**src/rtl/smc_fw_pkg.sv**
```systemverilog
package smc_fw_pkg;
    typedef enum logic [2:0] {
        ST_IDLE,
        ST_GAP,
        ST_SETUP,
        ST_WAIT,
        ST_PULSE,
        ST_HOLD,
        ST_FLOAT
    } smc_state_e;
endpackage

```
**src/rtl/smc_fw_cfg_pick.sv**
```systemverilog
module smc_fw_cfg_pick #(
    parameter int NUM_CS = 4,
    parameter int CNT_W  = 4
) (
    input  logic [$clog2(NUM_CS)-1:0]   sel,
    input  logic [NUM_CS*CNT_W-1:0]     setup_all,
    input  logic [NUM_CS*CNT_W-1:0]     pulse_all,
    input  logic [NUM_CS*CNT_W-1:0]     hold_all,
    input  logic [NUM_CS*CNT_W-1:0]     float_all,
    input  logic [NUM_CS-1:0]           opt_all,
    output logic [CNT_W-1:0]            setup,
    output logic [CNT_W-1:0]            pulse,
    output logic [CNT_W-1:0]            hold,
    output logic [CNT_W-1:0]            flt,
    output logic                        opt
);
    logic [CNT_W-1:0] s_arr [NUM_CS];
    logic [CNT_W-1:0] p_arr [NUM_CS];
    logic [CNT_W-1:0] h_arr [NUM_CS];
    logic [CNT_W-1:0] f_arr [NUM_CS];

    for (genvar g = 0; g < NUM_CS; g++) begin : g_unpack
        assign s_arr[g] = setup_all[g*CNT_W +: CNT_W];
        assign p_arr[g] = pulse_all[g*CNT_W +: CNT_W];
        assign h_arr[g] = hold_all[g*CNT_W +: CNT_W];
        assign f_arr[g] = float_all[g*CNT_W +: CNT_W];
    end

    assign setup = s_arr[sel];
    assign pulse = p_arr[sel];
    assign hold  = h_arr[sel];
    assign flt   = f_arr[sel];
    assign opt   = opt_all[sel];
endmodule

```
**src/rtl/smc_fw_float_timer.sv**
```systemverilog
module smc_fw_float_timer #(
    parameter int NUM_CS = 4,
    parameter int CNT_W  = 4
) (
    input  logic                        clk,
    input  logic                        rst_n,
    input  logic                        load,
    input  logic [CNT_W-1:0]            load_val,
    input  logic [$clog2(NUM_CS)-1:0]   load_cs,
    input  logic                        load_opt,
    output logic [CNT_W-1:0]            cnt_q,
    output logic [CNT_W-1:0]            cnt_dec,
    output logic [$clog2(NUM_CS)-1:0]   owner_cs,
    output logic                        owner_opt
);
    assign cnt_dec = (cnt_q != '0) ? cnt_q - 1'b1 : '0;

    always_ff @(posedge clk or negedge rst_n) begin
        if (!rst_n) begin
            cnt_q     <= '0;
            owner_cs  <= '0;
            owner_opt <= 1'b0;
        end else if (load) begin
            cnt_q     <= load_val;
            owner_cs  <= load_cs;
            owner_opt <= load_opt;
        end else begin
            cnt_q     <= cnt_dec;
        end
    end

    AST_FLOAT_STAYS_ZERO: assert property (@(posedge clk) disable iff (!rst_n)
        (cnt_q == '0 && !load) |=> (cnt_q == '0));
endmodule

```
**src/rtl/smc_float_sched.sv**
```systemverilog
module smc_float_sched #(
    parameter int NUM_CS = 4,
    parameter int CNT_W  = 4
) (
    input  logic                        clk,
    input  logic                        rst_n,
    input  logic                        req_valid,
    input  logic [$clog2(NUM_CS)-1:0]   req_cs,
    input  logic                        req_write,
    input  logic [NUM_CS*CNT_W-1:0]     cfg_setup,
    input  logic [NUM_CS*CNT_W-1:0]     cfg_pulse,
    input  logic [NUM_CS*CNT_W-1:0]     cfg_hold,
    input  logic [NUM_CS*CNT_W-1:0]     cfg_float,
    input  logic [NUM_CS-1:0]           cfg_opt,
    output logic                        busy,
    output logic                        done,
    output logic [NUM_CS-1:0]           cs_n,
    output logic                        rd_n,
    output logic                        wr_n
);
    import smc_fw_pkg::*;

    localparam int CS_W = $clog2(NUM_CS);

    smc_state_e         state_q, state_d;
    logic [CNT_W-1:0]   pcnt_q, pcnt_d;
    logic [CS_W-1:0]    cur_cs_q;
    logic               cur_wr_q;
    logic               have_last_q;

    logic [CS_W-1:0]    sel_cs;
    logic               sel_wr;
    logic [CNT_W-1:0]   c_setup, c_pulse, c_hold, c_flt;
    logic               c_opt;

    logic               flt_load;
    logic [CNT_W-1:0]   flt_cnt, flt_dec, rem;
    logic [CS_W-1:0]    owner_cs;
    logic               owner_opt;
    logic               blocked;
    logic               accept;
    logic               active_d;

    assign accept = (state_q == ST_IDLE) && req_valid;
    assign sel_cs = (state_q == ST_IDLE) ? req_cs    : cur_cs_q;
    assign sel_wr = (state_q == ST_IDLE) ? req_write : cur_wr_q;

    smc_fw_cfg_pick #(.NUM_CS(NUM_CS), .CNT_W(CNT_W)) i_pick (
        .sel       (sel_cs),
        .setup_all (cfg_setup),
        .pulse_all (cfg_pulse),
        .hold_all  (cfg_hold),
        .float_all (cfg_float),
        .opt_all   (cfg_opt),
        .setup     (c_setup),
        .pulse     (c_pulse),
        .hold      (c_hold),
        .flt       (c_flt),
        .opt       (c_opt)
    );

    smc_fw_float_timer #(.NUM_CS(NUM_CS), .CNT_W(CNT_W)) i_timer (
        .clk       (clk),
        .rst_n     (rst_n),
        .load      (flt_load),
        .load_val  (c_flt),
        .load_cs   (cur_cs_q),
        .load_opt  (c_opt),
        .cnt_q     (flt_cnt),
        .cnt_dec   (flt_dec),
        .owner_cs  (owner_cs),
        .owner_opt (owner_opt)
    );

    // Float time still owed by another device before a strobe may start
    assign blocked = (flt_dec != '0) && !(!sel_wr && (sel_cs == owner_cs));
    // Float cycles left once the current read has ended its hold
    assign rem     = (state_q == ST_PULSE) ? c_flt : flt_dec;

    always_comb begin
        logic go_setup, go_strobe, go_hold, go_end;
        state_d   = state_q;
        pcnt_d    = pcnt_q;
        flt_load  = 1'b0;
        done      = 1'b0;
        go_setup  = 1'b0;
        go_strobe = 1'b0;
        go_hold   = 1'b0;
        go_end    = 1'b0;
        unique case (state_q)
            ST_IDLE: begin
                if (req_valid) begin
                    if (have_last_q && (req_cs != cur_cs_q)) state_d = ST_GAP;
                    else                                    go_setup = 1'b1;
                end
            end
            ST_GAP:   go_setup = 1'b1;
            ST_SETUP: begin
                if (pcnt_q == '0) go_strobe = 1'b1;
                else              pcnt_d = pcnt_q - 1'b1;
            end
            ST_WAIT: begin
                if (!blocked) go_strobe = 1'b1;
            end
            ST_PULSE: begin
                if (pcnt_q == '0) begin
                    flt_load = !cur_wr_q;
                    go_hold  = 1'b1;
                end else begin
                    pcnt_d = pcnt_q - 1'b1;
                end
            end
            ST_HOLD: begin
                if (pcnt_q == '0) go_end = 1'b1;
                else              pcnt_d = pcnt_q - 1'b1;
            end
            ST_FLOAT: begin
                if (flt_dec == '0) begin
                    done    = 1'b1;
                    state_d = ST_IDLE;
                end
            end
            default: state_d = ST_IDLE;
        endcase
        if (go_setup) begin
            if (c_setup != '0) begin
                state_d = ST_SETUP;
                pcnt_d  = c_setup - 1'b1;
            end else begin
                go_strobe = 1'b1;
            end
        end
        if (go_strobe) begin
            if (blocked) begin
                state_d = ST_WAIT;
            end else begin
                state_d = ST_PULSE;
                pcnt_d  = (c_pulse == '0) ? '0 : c_pulse - 1'b1;
            end
        end
        if (go_hold) begin
            if (c_hold != '0) begin
                state_d = ST_HOLD;
                pcnt_d  = c_hold - 1'b1;
            end else begin
                go_end = 1'b1;
            end
        end
        if (go_end) begin
            if (!cur_wr_q && !c_opt && (rem != '0)) begin
                state_d = ST_FLOAT;
            end else begin
                done    = 1'b1;
                state_d = ST_IDLE;
            end
        end
    end

    always_ff @(posedge clk or negedge rst_n) begin
        if (!rst_n) begin
            state_q     <= ST_IDLE;
            pcnt_q      <= '0;
            cur_cs_q    <= '0;
            cur_wr_q    <= 1'b0;
            have_last_q <= 1'b0;
        end else begin
            state_q <= state_d;
            pcnt_q  <= pcnt_d;
            if (accept) begin
                cur_cs_q    <= req_cs;
                cur_wr_q    <= req_write;
                have_last_q <= 1'b1;
            end
        end
    end

    assign active_d = (state_d == ST_SETUP) || (state_d == ST_WAIT) ||
                      (state_d == ST_PULSE) || (state_d == ST_HOLD);

    always_ff @(posedge clk or negedge rst_n) begin
        if (!rst_n) begin
            cs_n <= '1;
            rd_n <= 1'b1;
            wr_n <= 1'b1;
        end else begin
            for (int i = 0; i < NUM_CS; i++) begin
                cs_n[i] <= !(active_d && (sel_cs == CS_W'(i)));
            end
            rd_n <= !((state_d == ST_PULSE) && !sel_wr);
            wr_n <= !((state_d == ST_PULSE) && sel_wr);
        end
    end

    assign busy = (state_q != ST_IDLE);

    AST_ONE_STROBE: assert property (@(posedge clk) disable iff (!rst_n)
        !(!rd_n && !wr_n));
    AST_CS_ONEHOT: assert property (@(posedge clk) disable iff (!rst_n)
        $onehot0(~cs_n));
    AST_STROBE_HAS_CS: assert property (@(posedge clk) disable iff (!rst_n)
        (!rd_n || !wr_n) |-> (cs_n != '1));
    AST_GAP_CS_HIGH: assert property (@(posedge clk) disable iff (!rst_n)
        (state_q == ST_GAP) |-> (cs_n == '1));
    AST_NO_EARLY_DRIVE: assert property (@(posedge clk) disable iff (!rst_n)
        (state_q == ST_PULSE && $past(state_q) != ST_PULSE) |->
        (flt_cnt == '0 || (!cur_wr_q && cur_cs_q == owner_cs)));
    AST_NOPT_CLEAR: assert property (@(posedge clk) disable iff (!rst_n)
        (state_q == ST_IDLE && !owner_opt) |-> (flt_cnt == '0));
    AST_DONE_SINGLE: assert property (@(posedge clk) disable iff (!rst_n)
        done |=> !done);
endmodule

```
**config.mk**
```make
export PLATFORM = sky130hd
export DESIGN_NAME = smc_float_sched
export DESIGN_NICKNAME = d
export VERILOG_FILES = /design/src/rtl/smc_fw_pkg.sv /design/src/rtl/smc_fw_cfg_pick.sv /design/src/rtl/smc_fw_float_timer.sv /design/src/rtl/smc_float_sched.sv
export SDC_FILE = /design/constraint.sdc
export NUM_CORES = 1
export LEC_CHECK = 0
export CAP_MARGIN = 20
export CORE_UTILIZATION = 46
export CTS_BUF_LIST = sky130_fd_sc_hd__clkbuf_8
export DETAILED_ROUTE_END_ITERATION = 7
export PLACE_DENSITY_LB_ADDON = 0.1
export SKIP_CTS_REPAIR_TIMING = 1
export SLEW_MARGIN = 20
export SYNTH_ARGS = -nofsm -noshare
export SYNTH_HDL_FRONTEND = slang
export SYNTH_HIERARCHICAL = 1
export SYNTH_SLANG_ARGS = --single-unit
export TNS_END_PERCENT = 20
```
**constraint.sdc**
```tcl
create_clock -name clk -period 3.8 [get_ports clk]
set_input_delay 0.76 -clock clk [delete_from_list [all_inputs] [get_ports clk]]
set_output_delay 0.76 -clock clk [all_outputs]
set_load 0.02 [all_outputs]
```
==> flow_summary_export.csv, run 1 <==
group,metric,value,unit
status,status,"finished, final reports clean",
pwr,total_power,2.32,mW
timing,worst_pin_slew,0.925,ns
die,ioPinCount,82,
setup_path,cp.required,3.04,ns
die,die_area,0.00493,mm^2
drt,vias,2010,
die,rows,24,
pwr,p_leak,1.34,nW
drt,firstDrtPassIters,4,
placed_design,port_buffers,81,
drt,antenna_left,0,
timing,finalClockSkew,0.00294,ns
clock_tree,cts_tree,"yes",
global_route,grt_pass1_vias,2085,
global_route,grt_pass1_wl,9.23,mm
setup_path,end_kind,"output pin",
clock_tree,h-tree-depth,1,
job,cap_violations,0,
clock_tree,clk_pin_slew_worst_paths,0.09,ns
synthesis,ys.warnings.count,6,
placed_design,gp_congestion,0.792,
global_route,track_usage,23.2,%
timing,fmax,268,MHz
synthesis,synth_area,0.00214,mm^2
clock_tree,cts_made_buffers,3,
pwr,ir_drop,0.000318,V
die,core_area,0.00441,mm^2
placed_design,place_hpwl,4.50,mm
cells_and_area,stdcell_count,359,
clock_tree,cts_buffer_depth,2,
drt,via_per_inst,5.60,
drt,wl_per_cell,15.0,um
clock_tree,cts_root_buf,"clkbuf_8",
cells_and_area,num_antenna_cells,0,
drt,drt_iter0_drc,75,
die,start_util,48.5,%
clock_tree,cts_num_sinks,23,
synthesis,syn_inst,202,
setup_path,path_class,"input pin to output pin",
timing,final_hold_viol_count,0,
setup_path,cp_slowest_cell,"clkdlybuf4s50_1",
global_route,grt_max_degree,24,
timing,slew_headroom,37.9,%
timing,setup_violations,0,
setup_path,cpPeakStageDelay,0.54,ns
timing,fin_crit,3.73,ns
timing,rsz0062_at_grt,"true",
worst_hold_path,hp-class,"input pin to asynchronous set/reset pin",
cells_and_area,drive_gt1_share,27.4,%
clock_tree,clock_latency,0.27,ns
cells_and_area,num-nets-final,385,
pwr,power_density,714,mW/mm^2
global_route,overflow,0,
timing,maxSlewViolCount,0,
drt,drc,0,
die,die_h,70.2,um
global_route,antenna_found_initial,0,
cells_and_area,layout_common_cells,"clkdlybuf4s50_1, buf_4, dfrtp_1, nor2_1, nand2_1",
setup_path,start_kind,"input pin",
synthesis,synth.net_count,279,
drt,routed_wl,5.37,mm
cells_and_area,layout_commonest_cell,"clkdlybuf4s50_1",
cells_and_area,area.growth.synth_to_final,52.1,%
die,die_w,70.2,um
timing,finalCritPeriodShare,98.2,%
synthesis,synth_area_per_cell,10.6,um^2
setup_path,crit_arrival,2.97,ns
setup_path,crit_chain,"clkdlybuf4s50_1 > mux2i_4 > inv_2 > mux4_2 > nor4_4 > mux2i_1 > a211oi_2 > a41o_1 > buf_6",
placed_design,post-place-cells,353,
setup_path,crit_fanout,6,
==> flip-flops by register name, summed over array words and instances (netlist names) <==
| name | count |
|---|---|
| i_timer/cnt_q | 4 |
| cur_wr_q | 1 |
| have_last_q | 1 |
| pcnt_q | 4 |
| state_q | 3 |
| rd_n | 1 |
| i_timer/owner_cs | 2 |
| cur_cs_q | 2 |
| cs_n | 4 |
| wr_n | 1 |
==> power by group <==
part	internal (mW)	switching, mW
combinational	0.934	0.811
sequential	0.346	0.0727
clock	0.0734	0.0854
total	1.35	0.969
==> area by class of cell <==
| type | count | area (um^2) |
|---|---|---|
| repair buffers | 110 | 1030 |
| clock inverters | 1 | 5.00 |
| clock buffers | 3 | 41.3 |
| fillers | 332 | 1160 |
| multi-input cells | 157 | 1470 |
| flip-flops and latches | 23 | 583 |
| well taps | 52 | 65.1 |
| inverters | 13 | 51.3 |
==> per-stage QoR <==
| step | TNS, ns | area, um^2 | setup WS [ns] | hold WS, ns | utilization (%) |
|---|---|---|---|---|---|
| finish | 0 | 3250 | 0.0698 | 0.452 | 73.7 |
| global route | -0.0619 | 3250 | -0.0619 | 0.491 | 73.7 |
| CTS | -0.783 | 3200 | -0.783 | 0.535 | 72.4 |
| detailed placement | -3.34 | 3150 | -0.769 | 0.516 | 71.4 |
| global placement | -2.35 | 3150 | -0.725 | 0.502 | 71.4 |
| floorplan | 0 | 2140 | 0.357 | 0.464 | - |
==> critical path: cells and delay by family <==
| kind | cells | cell delay (ns) |
|---|---|---|
| buffers and inverters | 3 | 0.79 |
| muxes | 3 | 0.61 |
| AOI/OAI and AO/OA | 2 | 0.52 |
| and+or+nand+nor | 1 | 0.29 |
==> metal layers <==
| layer | vias to the layer above | global-route usage (%) | routed length, um |
|---|---|---|---|
| met4 | 0 | 6.89 | 80 |
| li1 | 992 | - | - |
| met2 | 71 | 39.6 | 2670 |
| met5 | - | 0 | 0 |
| met1 | 941 | 30.5 | 2300 |
| met3 | 6 | 3.17 | 320 |
==> worst paths after layout <==
check,startpoint,endpoint,slack [ns],depth (start not counted)
max in group asynchronous,rst_n,cs_n[2],2.98,1
worst max-delay path,req_cs[1],done,0.07,9
min in group clk,have_last_q,have_last_q,0.53,1
worst min register to register,have_last_q,have_last_q,0.53,1
worst min-delay path,rst_n,have_last_q,0.45,1
worst max register to register,state_q[0],cs_n[0],0.44,16
(Power assumes the default switching activity.)
==> run 2, diff against run 1 <==
Settings changed: CORE_UTILIZATION 46 to 48, SYNTH_HIERARCHICAL 1 to not set.
==> run 2 against run 1 <==
  * Combinational power up 11%
  * Critical path depth up 2
  * Sequential share of layout area down 1.9 points
  * Total power up 8.5%
  * Cell count up 19%
  * Final area up 12%
  * Clock skew about the same
  * Via count up 23%
  * Critical endpoint unchanged
  * Largest cell class unchanged
  * Highest routed layer unchanged
==> flow_summary_export.csv, run 2 <==
group,metric,value,unit
synthesis,synth_largest_area_cell,"mux4_2",
global_route,grt_pass1_wl,11.1,mm
global_route,grt_pass1_vias,2441,
timing,final_hold_viol_count,0,
clock_tree,cts_tree,"yes",
pwr,total_power,2.52,mW
global_route,grt-busiest-layer,"met2",
pwr,p_clk_share,6.4,%
pwr,ir_drop,0.000483,V
worst_hold_path,hp-class,"input pin to asynchronous set/reset pin",
die,die_area,0.00547,mm^2
cells_and_area,drive_gt1_share,27.0,%
synthesis,synth-seq-area-share,23.4,%
timing,finalClockSkew,0.00275,ns
global_route,use_met2,45.1,%
timing,finalCritPeriodShare,97.4,%
status,status,"finished, final reports clean",
placed_design,place_hpwl,5.56,mm
synthesis,synthTopCellsByArea,"mux4_2, dfrtp_1, mux2i_1, dfstp_2, mux2_2",
global_route,track_usage,26.7,%
clock_tree,clk_pin_slew_worst_paths,0.09,ns
pwr,p_int,1.42,mW
clock_tree,clock_latency,0.27,ns
die,ioPinCount,82,
placed_design,gp_congestion,0.844,
timing,fin_crit,3.70,ns
drt,routed_wl,7.12,mm
clock_tree,cts_buffer_depth,2,
cells_and_area,layout_common_cells,"clkdlybuf4s50_1, buf_4, nor2_1, mux4_2, mux2i_1",
setup_path,crit_fanout,16,
setup_path,cp.required,3.04,ns
setup_path,r2r_slack,0.66,ns
setup_path,crit_arrival,2.94,ns
placed_design,port_buffers,81,
drt,vias,2480,
global_route,grt_max_degree,24,
synthesis,synth_edf_count,0,
die,die_h,74.0,um
synthesis,synth_area,0.00249,mm^2
pwr,seq_power_share,16.6,%
pwr,swShare,43.6,%
clock_tree,cts_num_sinks,23,
global_route,overflow,0,
setup_path,start_kind,"flop",
timing,slew_headroom,63.0,%
synthesis,synthArstFlopShare,100,%
clock_tree,cts_root_buf,"clkbuf_8",
cells_and_area,num-nets-final,437,
global_route,met3_usage,3.93,%
global_route,antenna_found_initial,0,
drt,antenna_left,0,
synthesis,synth_area_per_cell,9.83,um^2
drt,wl_per_cell,16.7,um
timing,hold_ws,0.462,ns
synthesis,synth.distinct_cells,54,
synthesis,synthFlopType,"dfrtp_1",
timing,worst_pin_slew,0.542,ns
global_route,met1_usage,37.0,%
synthesis,ys.warnings.count,0,
cells_and_area,fin_area,0.00365,mm^2
drt,drc,0,
synthesis,yosysMostFrequentCell,"nor2_1",
synthesis,syn_inst,253,
synthesis,synth.net_count,330,
setup_path,end_kind,"output pin",
synthesis,synth_top_cell_area_share,19.9,%
cells_and_area,num_antenna_cells,0,
pwr,power_density,691,mW/mm^2
cells_and_area,layout_commonest_cell,"clkdlybuf4s50_1",
clock_tree,h-tree-depth,1,
job,cap_violations,0,
synthesis,netlist_top_cells_count,"nor2_1, mux2i_1, mux4_2",
pwr,p_switching,1.10,mW
cells_and_area,fin_util,75.3,%
drt,drt_iter0_drc,136,
timing,setup_violations,0,
timing,maxSlewViolCount,0,
die,core_area,0.00485,mm^2
die,rows,25,
drt,firstDrtPassIters,5,
drt,via_per_inst,5.82,
cells_and_area,reg.largest.list,"cs_n: 4 flops, i_timer.cnt_q: 4 flops, pcnt_q: 4 flops",
synthesis,ys_seq_elements,23,
timing,fmax,270,MHz
pwr,p_leak,1.53,nW
cells_and_area,area.growth.synth_to_final,46.7,%
placed_design,dpl-instance-area,0.00352,mm^2
die,die_w,74.0,um
pwr,pwr-share-comb,77.0,%
setup_path,path_class,"flop to output pin",
clock_tree,cts_made_buffers,3,
die,start_util,51.3,%
run 2: kinds of logic (layout without fill, tap and decap cells):
logic type	count (synthesis)	in the layout	share of synthesized area, %
XOR/XNOR	6	6	2.11
AND/OR/NAND/NOR	80	80	15.8
multiplexers	62	62	37.7
AO/OA/AOI/OAI	51	51	14.3
adder cells (fa/ha/maj)	3	3	1.51
flip-flops	23	23	23.4
buffers and inverters	28	134	5.13
run 2: power by group through the flow:
stage	Combinational, mW	Clock [mW]	Sequential, mW
floorplan	1.23	0	0.433
global placement	1.77	0	0.413
detailed placement	1.81	0	0.417
CTS	1.81	0.164	0.412
global route	2.12	0.170	0.426
finish	1.94	0.161	0.418
run 2: layout make-up:
class	count	area, um^2
timing repair buffer	116	1070
clock buffer	3	41.3
clock inverter	1	5.00
multi-input combinational	202	1810
inverter	14	55.1
fill	364	1200
tap	67	83.8
sequential	23	583
run 2: worst paths after layout:
check	startpoint	endpoint	cells after the start
setup / recovery	state_q[2]	done	11
hold / removal	rst_n	state_q[1]	1
setup reg to reg	cur_cs_q[1]	pcnt_q[0]	12
hold reg to reg	have_last_q	have_last_q	1
max in group asynchronous	rst_n	cs_n[0]	1
min in group clk	have_last_q	have_last_q	1
run 2: stage by stage:
stage	instances	setup TNS, ns	worst slack, ns
floorplan	253	0	0.358
global placement	415	-0.584	-0.569
detailed placement	415	-0.645	-0.626
CTS	419	-0.643	-0.643
global route	426	-0.00689	-0.00689
finish	426	0	0.0998
run 2: layer usage:
| metal | wire length (um) | up-vias |
|---|---|---|
| li1 | - | 1173 |
| met1 | 3040 | 1217 |
| met2 | 3600 | 79 |
| met3 | 424 | 11 |
| met4 | 67 | 0 |
| met5 | 0 | - |
run 2: worst max-delay path, stage by stage, from the launching register on:
cell and delay [ns]:
dfrtp_1 0.41, nor3_4 0.31, inv_4 0.08, buf_4 0.23
mux2i_4 0.25, buf_4 0.21, mux4_2 0.35, nor4_4 0.31
a21oi_2 0.10, nor2_1 0.14, a21o_1 0.10, clkbuf_2 0.16
==> run 3, diff against run 2 <==
Settings changed: CORE_UTILIZATION 48 to 25, CTS_CLUSTER_DIAMETER set to 150.
==> run 3 against run 2 <==
  * Count of clock-buffer cells in the layout unchanged
  * First-iteration DRC count down 40%
  * Worst hold slack better by 0.0073 ns
  * Die area up 89%
  * Final area up 1.9%
  * Maximum frequency up 1.5%
  * Utilization down 37 points
  * Combinational power about the same
  * Total power down 1.4%
  * Largest cell class unchanged
==> flow_summary_export.csv, run 3 (synthesis results as in run 2) <==
group,metric,value,unit
pwr,power_density,668,mW/mm^2
drt,via_per_inst,4.84,
setup_path,rr_worst_depth,13,
global_route,grt_max_degree,24,
cells_and_area,fin_area,0.00372,mm^2
die,core_area,0.00973,mm^2
timing,slew_headroom,46.4,%
timing,setup_violations,0,
setup_path,critical_path_buf_inv_count,5,
setup_path,r2r_end,"pcnt_q[2]",
setup_path,crit_end,"done",
timing,finalCritPeriodShare,95.9,%
clock_tree,cts_root_buf,"clkbuf_8",
die,die_w,102,um
cells_and_area,area.growth.synth_to_final,49.5,%
global_route,antenna_found_initial,0,
setup_path,r2r_slack,0.69,ns
timing,fin_crit,3.64,ns
cells_and_area,reg.largest.list,"cs_n: 4 flops, i_timer.cnt_q: 4 flops, pcnt_q: 4 flops",
placed_design,place_hpwl,6.11,mm
setup_path,crit_start,"state_q[0]",
die,rows,36,
die,die_h,102,um
setup_path,cp.required,3.04,ns
cells_and_area,layout_commonest_cell,"clkdlybuf4s50_1",
global_route,track_usage,14.5,%
clock_tree,h-tree-depth,1,
timing,rsz0062_at_grt,"false",
worst_hold_path,hp-class,"input pin to asynchronous set/reset pin",
status,status,"finished, final reports clean",
setup_path,crit_fanout,16,
global_route,grt_pass1_wl,11.6,mm
drt,wl_per_cell,15.0,um
pwr,p_leak,1.52,nW
setup_path,crit_arrival,2.88,ns
timing,final_hold_viol_count,0,
timing,fmax,274,MHz
setup_path,reg2reg_from,"cur_cs_q[1]",
drt,routed_wl,7.37,mm
die,ioPinCount,82,
pwr,total_power,2.48,mW
clock_tree,cts_made_buffers,3,
setup_path,path_class,"flop to output pin",
timing,finalClockSkew,0.00139,ns
die,die_area,0.0104,mm^2
clock_tree,cts_tree,"yes",
cells_and_area,drive_gt1_share,26.9,%
setup_path,cp.depth,13,
clock_tree,clock_latency,0.27,ns
job,cap_violations,0,
clock_tree,clk_pin_slew_worst_paths,0.08,ns
placed_design,gp_congestion,0.774,
timing,maxSlewViolCount,0,
setup_path,crit_chain,"nor3_4 > inv_4 > buf_4 > mux2i_4 > buf_4 > mux4_2 > inv_1 > ha_1 > o2111a_2 > o21ai_2 > nor2_2 > a21o_1 > clkbuf_2",
placed_design,dpl-instance-area,0.00364,mm^2
drt,antenna_left,0,
drt,drc,0,
setup_path,crit_top_cell,"buf_4",
setup_path,cp_slowest_cell,"dfrtp_1",
clock_tree,cts_buffer_depth,2,
setup_path,cpPeakStageDelay,0.41,ns
global_route,grt_pass1_vias,2317,
drt,firstDrtPassIters,5,
timing,worst_pin_slew,0.784,ns
setup_path,crit_family,"buffers and inverters",
setup_path,start_kind,"flop",
global_route,overflow,0,
timing,hold_ws,0.469,ns
placed_design,port_buffers,81,
drt,vias,2371,
cells_and_area,layout_common_cells,"clkdlybuf4s50_1, buf_4, nor2_1, mux4_2, mux2i_1",
pwr,ir_drop,0.000320,V
drt,drt_iter0_drc,81,
cells_and_area,num_antenna_cells,0,
cells_and_area,num-nets-final,435,
setup_path,end_kind,"output pin",
die,start_util,25.6,%
cells_and_area,fill_cells,1014,
clock_tree,cts_num_sinks,23,
run 3: area by class of cell:
cell class / instances / area (um^2) / area share (%)
multi-input combinational: 202 / 1810 / 48.8
timing repair buffer: 114 / 1050 / 28.4
sequential: 23 / 583 / 15.7
tap: 133 / 166 / 4.48
inverter: 14 / 55.1 / 1.48
clock buffer: 3 / 41.3 / 1.11
clock inverter: 1 / 5.00 / 0.135
run 3: worst min-delay path by stage:
stage,from,endpoint,slack [ns],depth (start not counted)
floorplan,have_last_q,have_last_q,0.45,1
global placement,have_last_q,have_last_q,0.48,1
detailed placement,have_last_q,have_last_q,0.48,1
CTS,have_last_q,have_last_q,0.51,1
global route,rst_n,i_timer.cnt_q[3],0.50,1
finish,rst_n,i_timer.cnt_q[3],0.47,1
run 3: worst register-to-register path: cells and delay by family (launching register included):
family,cells,cell delay [ns]
AO/OA/AOI/OAI,4,0.74
adder cells (fa/ha/maj),1,0.16
buffers and inverters,4,0.65
flip-flops,1,0.41
multiplexers,3,0.95
AND/OR/NAND/NOR,1,0.10
run 3: layer usage:
layer | wire, um | part of all wire (%) | vias to the layer above | GRT usage, %
li1 | - | - | 1169 | -
met1 | 3570 | 48 | 1154 | 20.9
met2 | 3570 | 48 | 46 | 23.9
met3 | 190 | 2.6 | 2 | 1.45
met4 | 34 | 0.46 | 0 | 2.34
met5 | 0 | 0 | - | 0
run 3: stage by stage:
step | setup TNS [ns] | setup slack (ns) | cells | utilization [%]
after floorplan | 0 | 0.358 | 253 | -
after global placement | -0.551 | -0.551 | 486 | 37.4
after detailed placement | -0.586 | -0.564 | 486 | 37.4
after CTS | -0.584 | -0.584 | 490 | 37.9
after global routing | 0 | 0.00248 | 490 | 38.2
final | 0 | 0.155 | 490 | 38.2
run 3: power by group:
part | switching [mW] | total, mW | internal (mW)
registers | 0.0717 | 0.420 | 0.348
logic | 0.931 | 1.91 | 0.977
clock network | 0.0827 | 0.156 | 0.0733
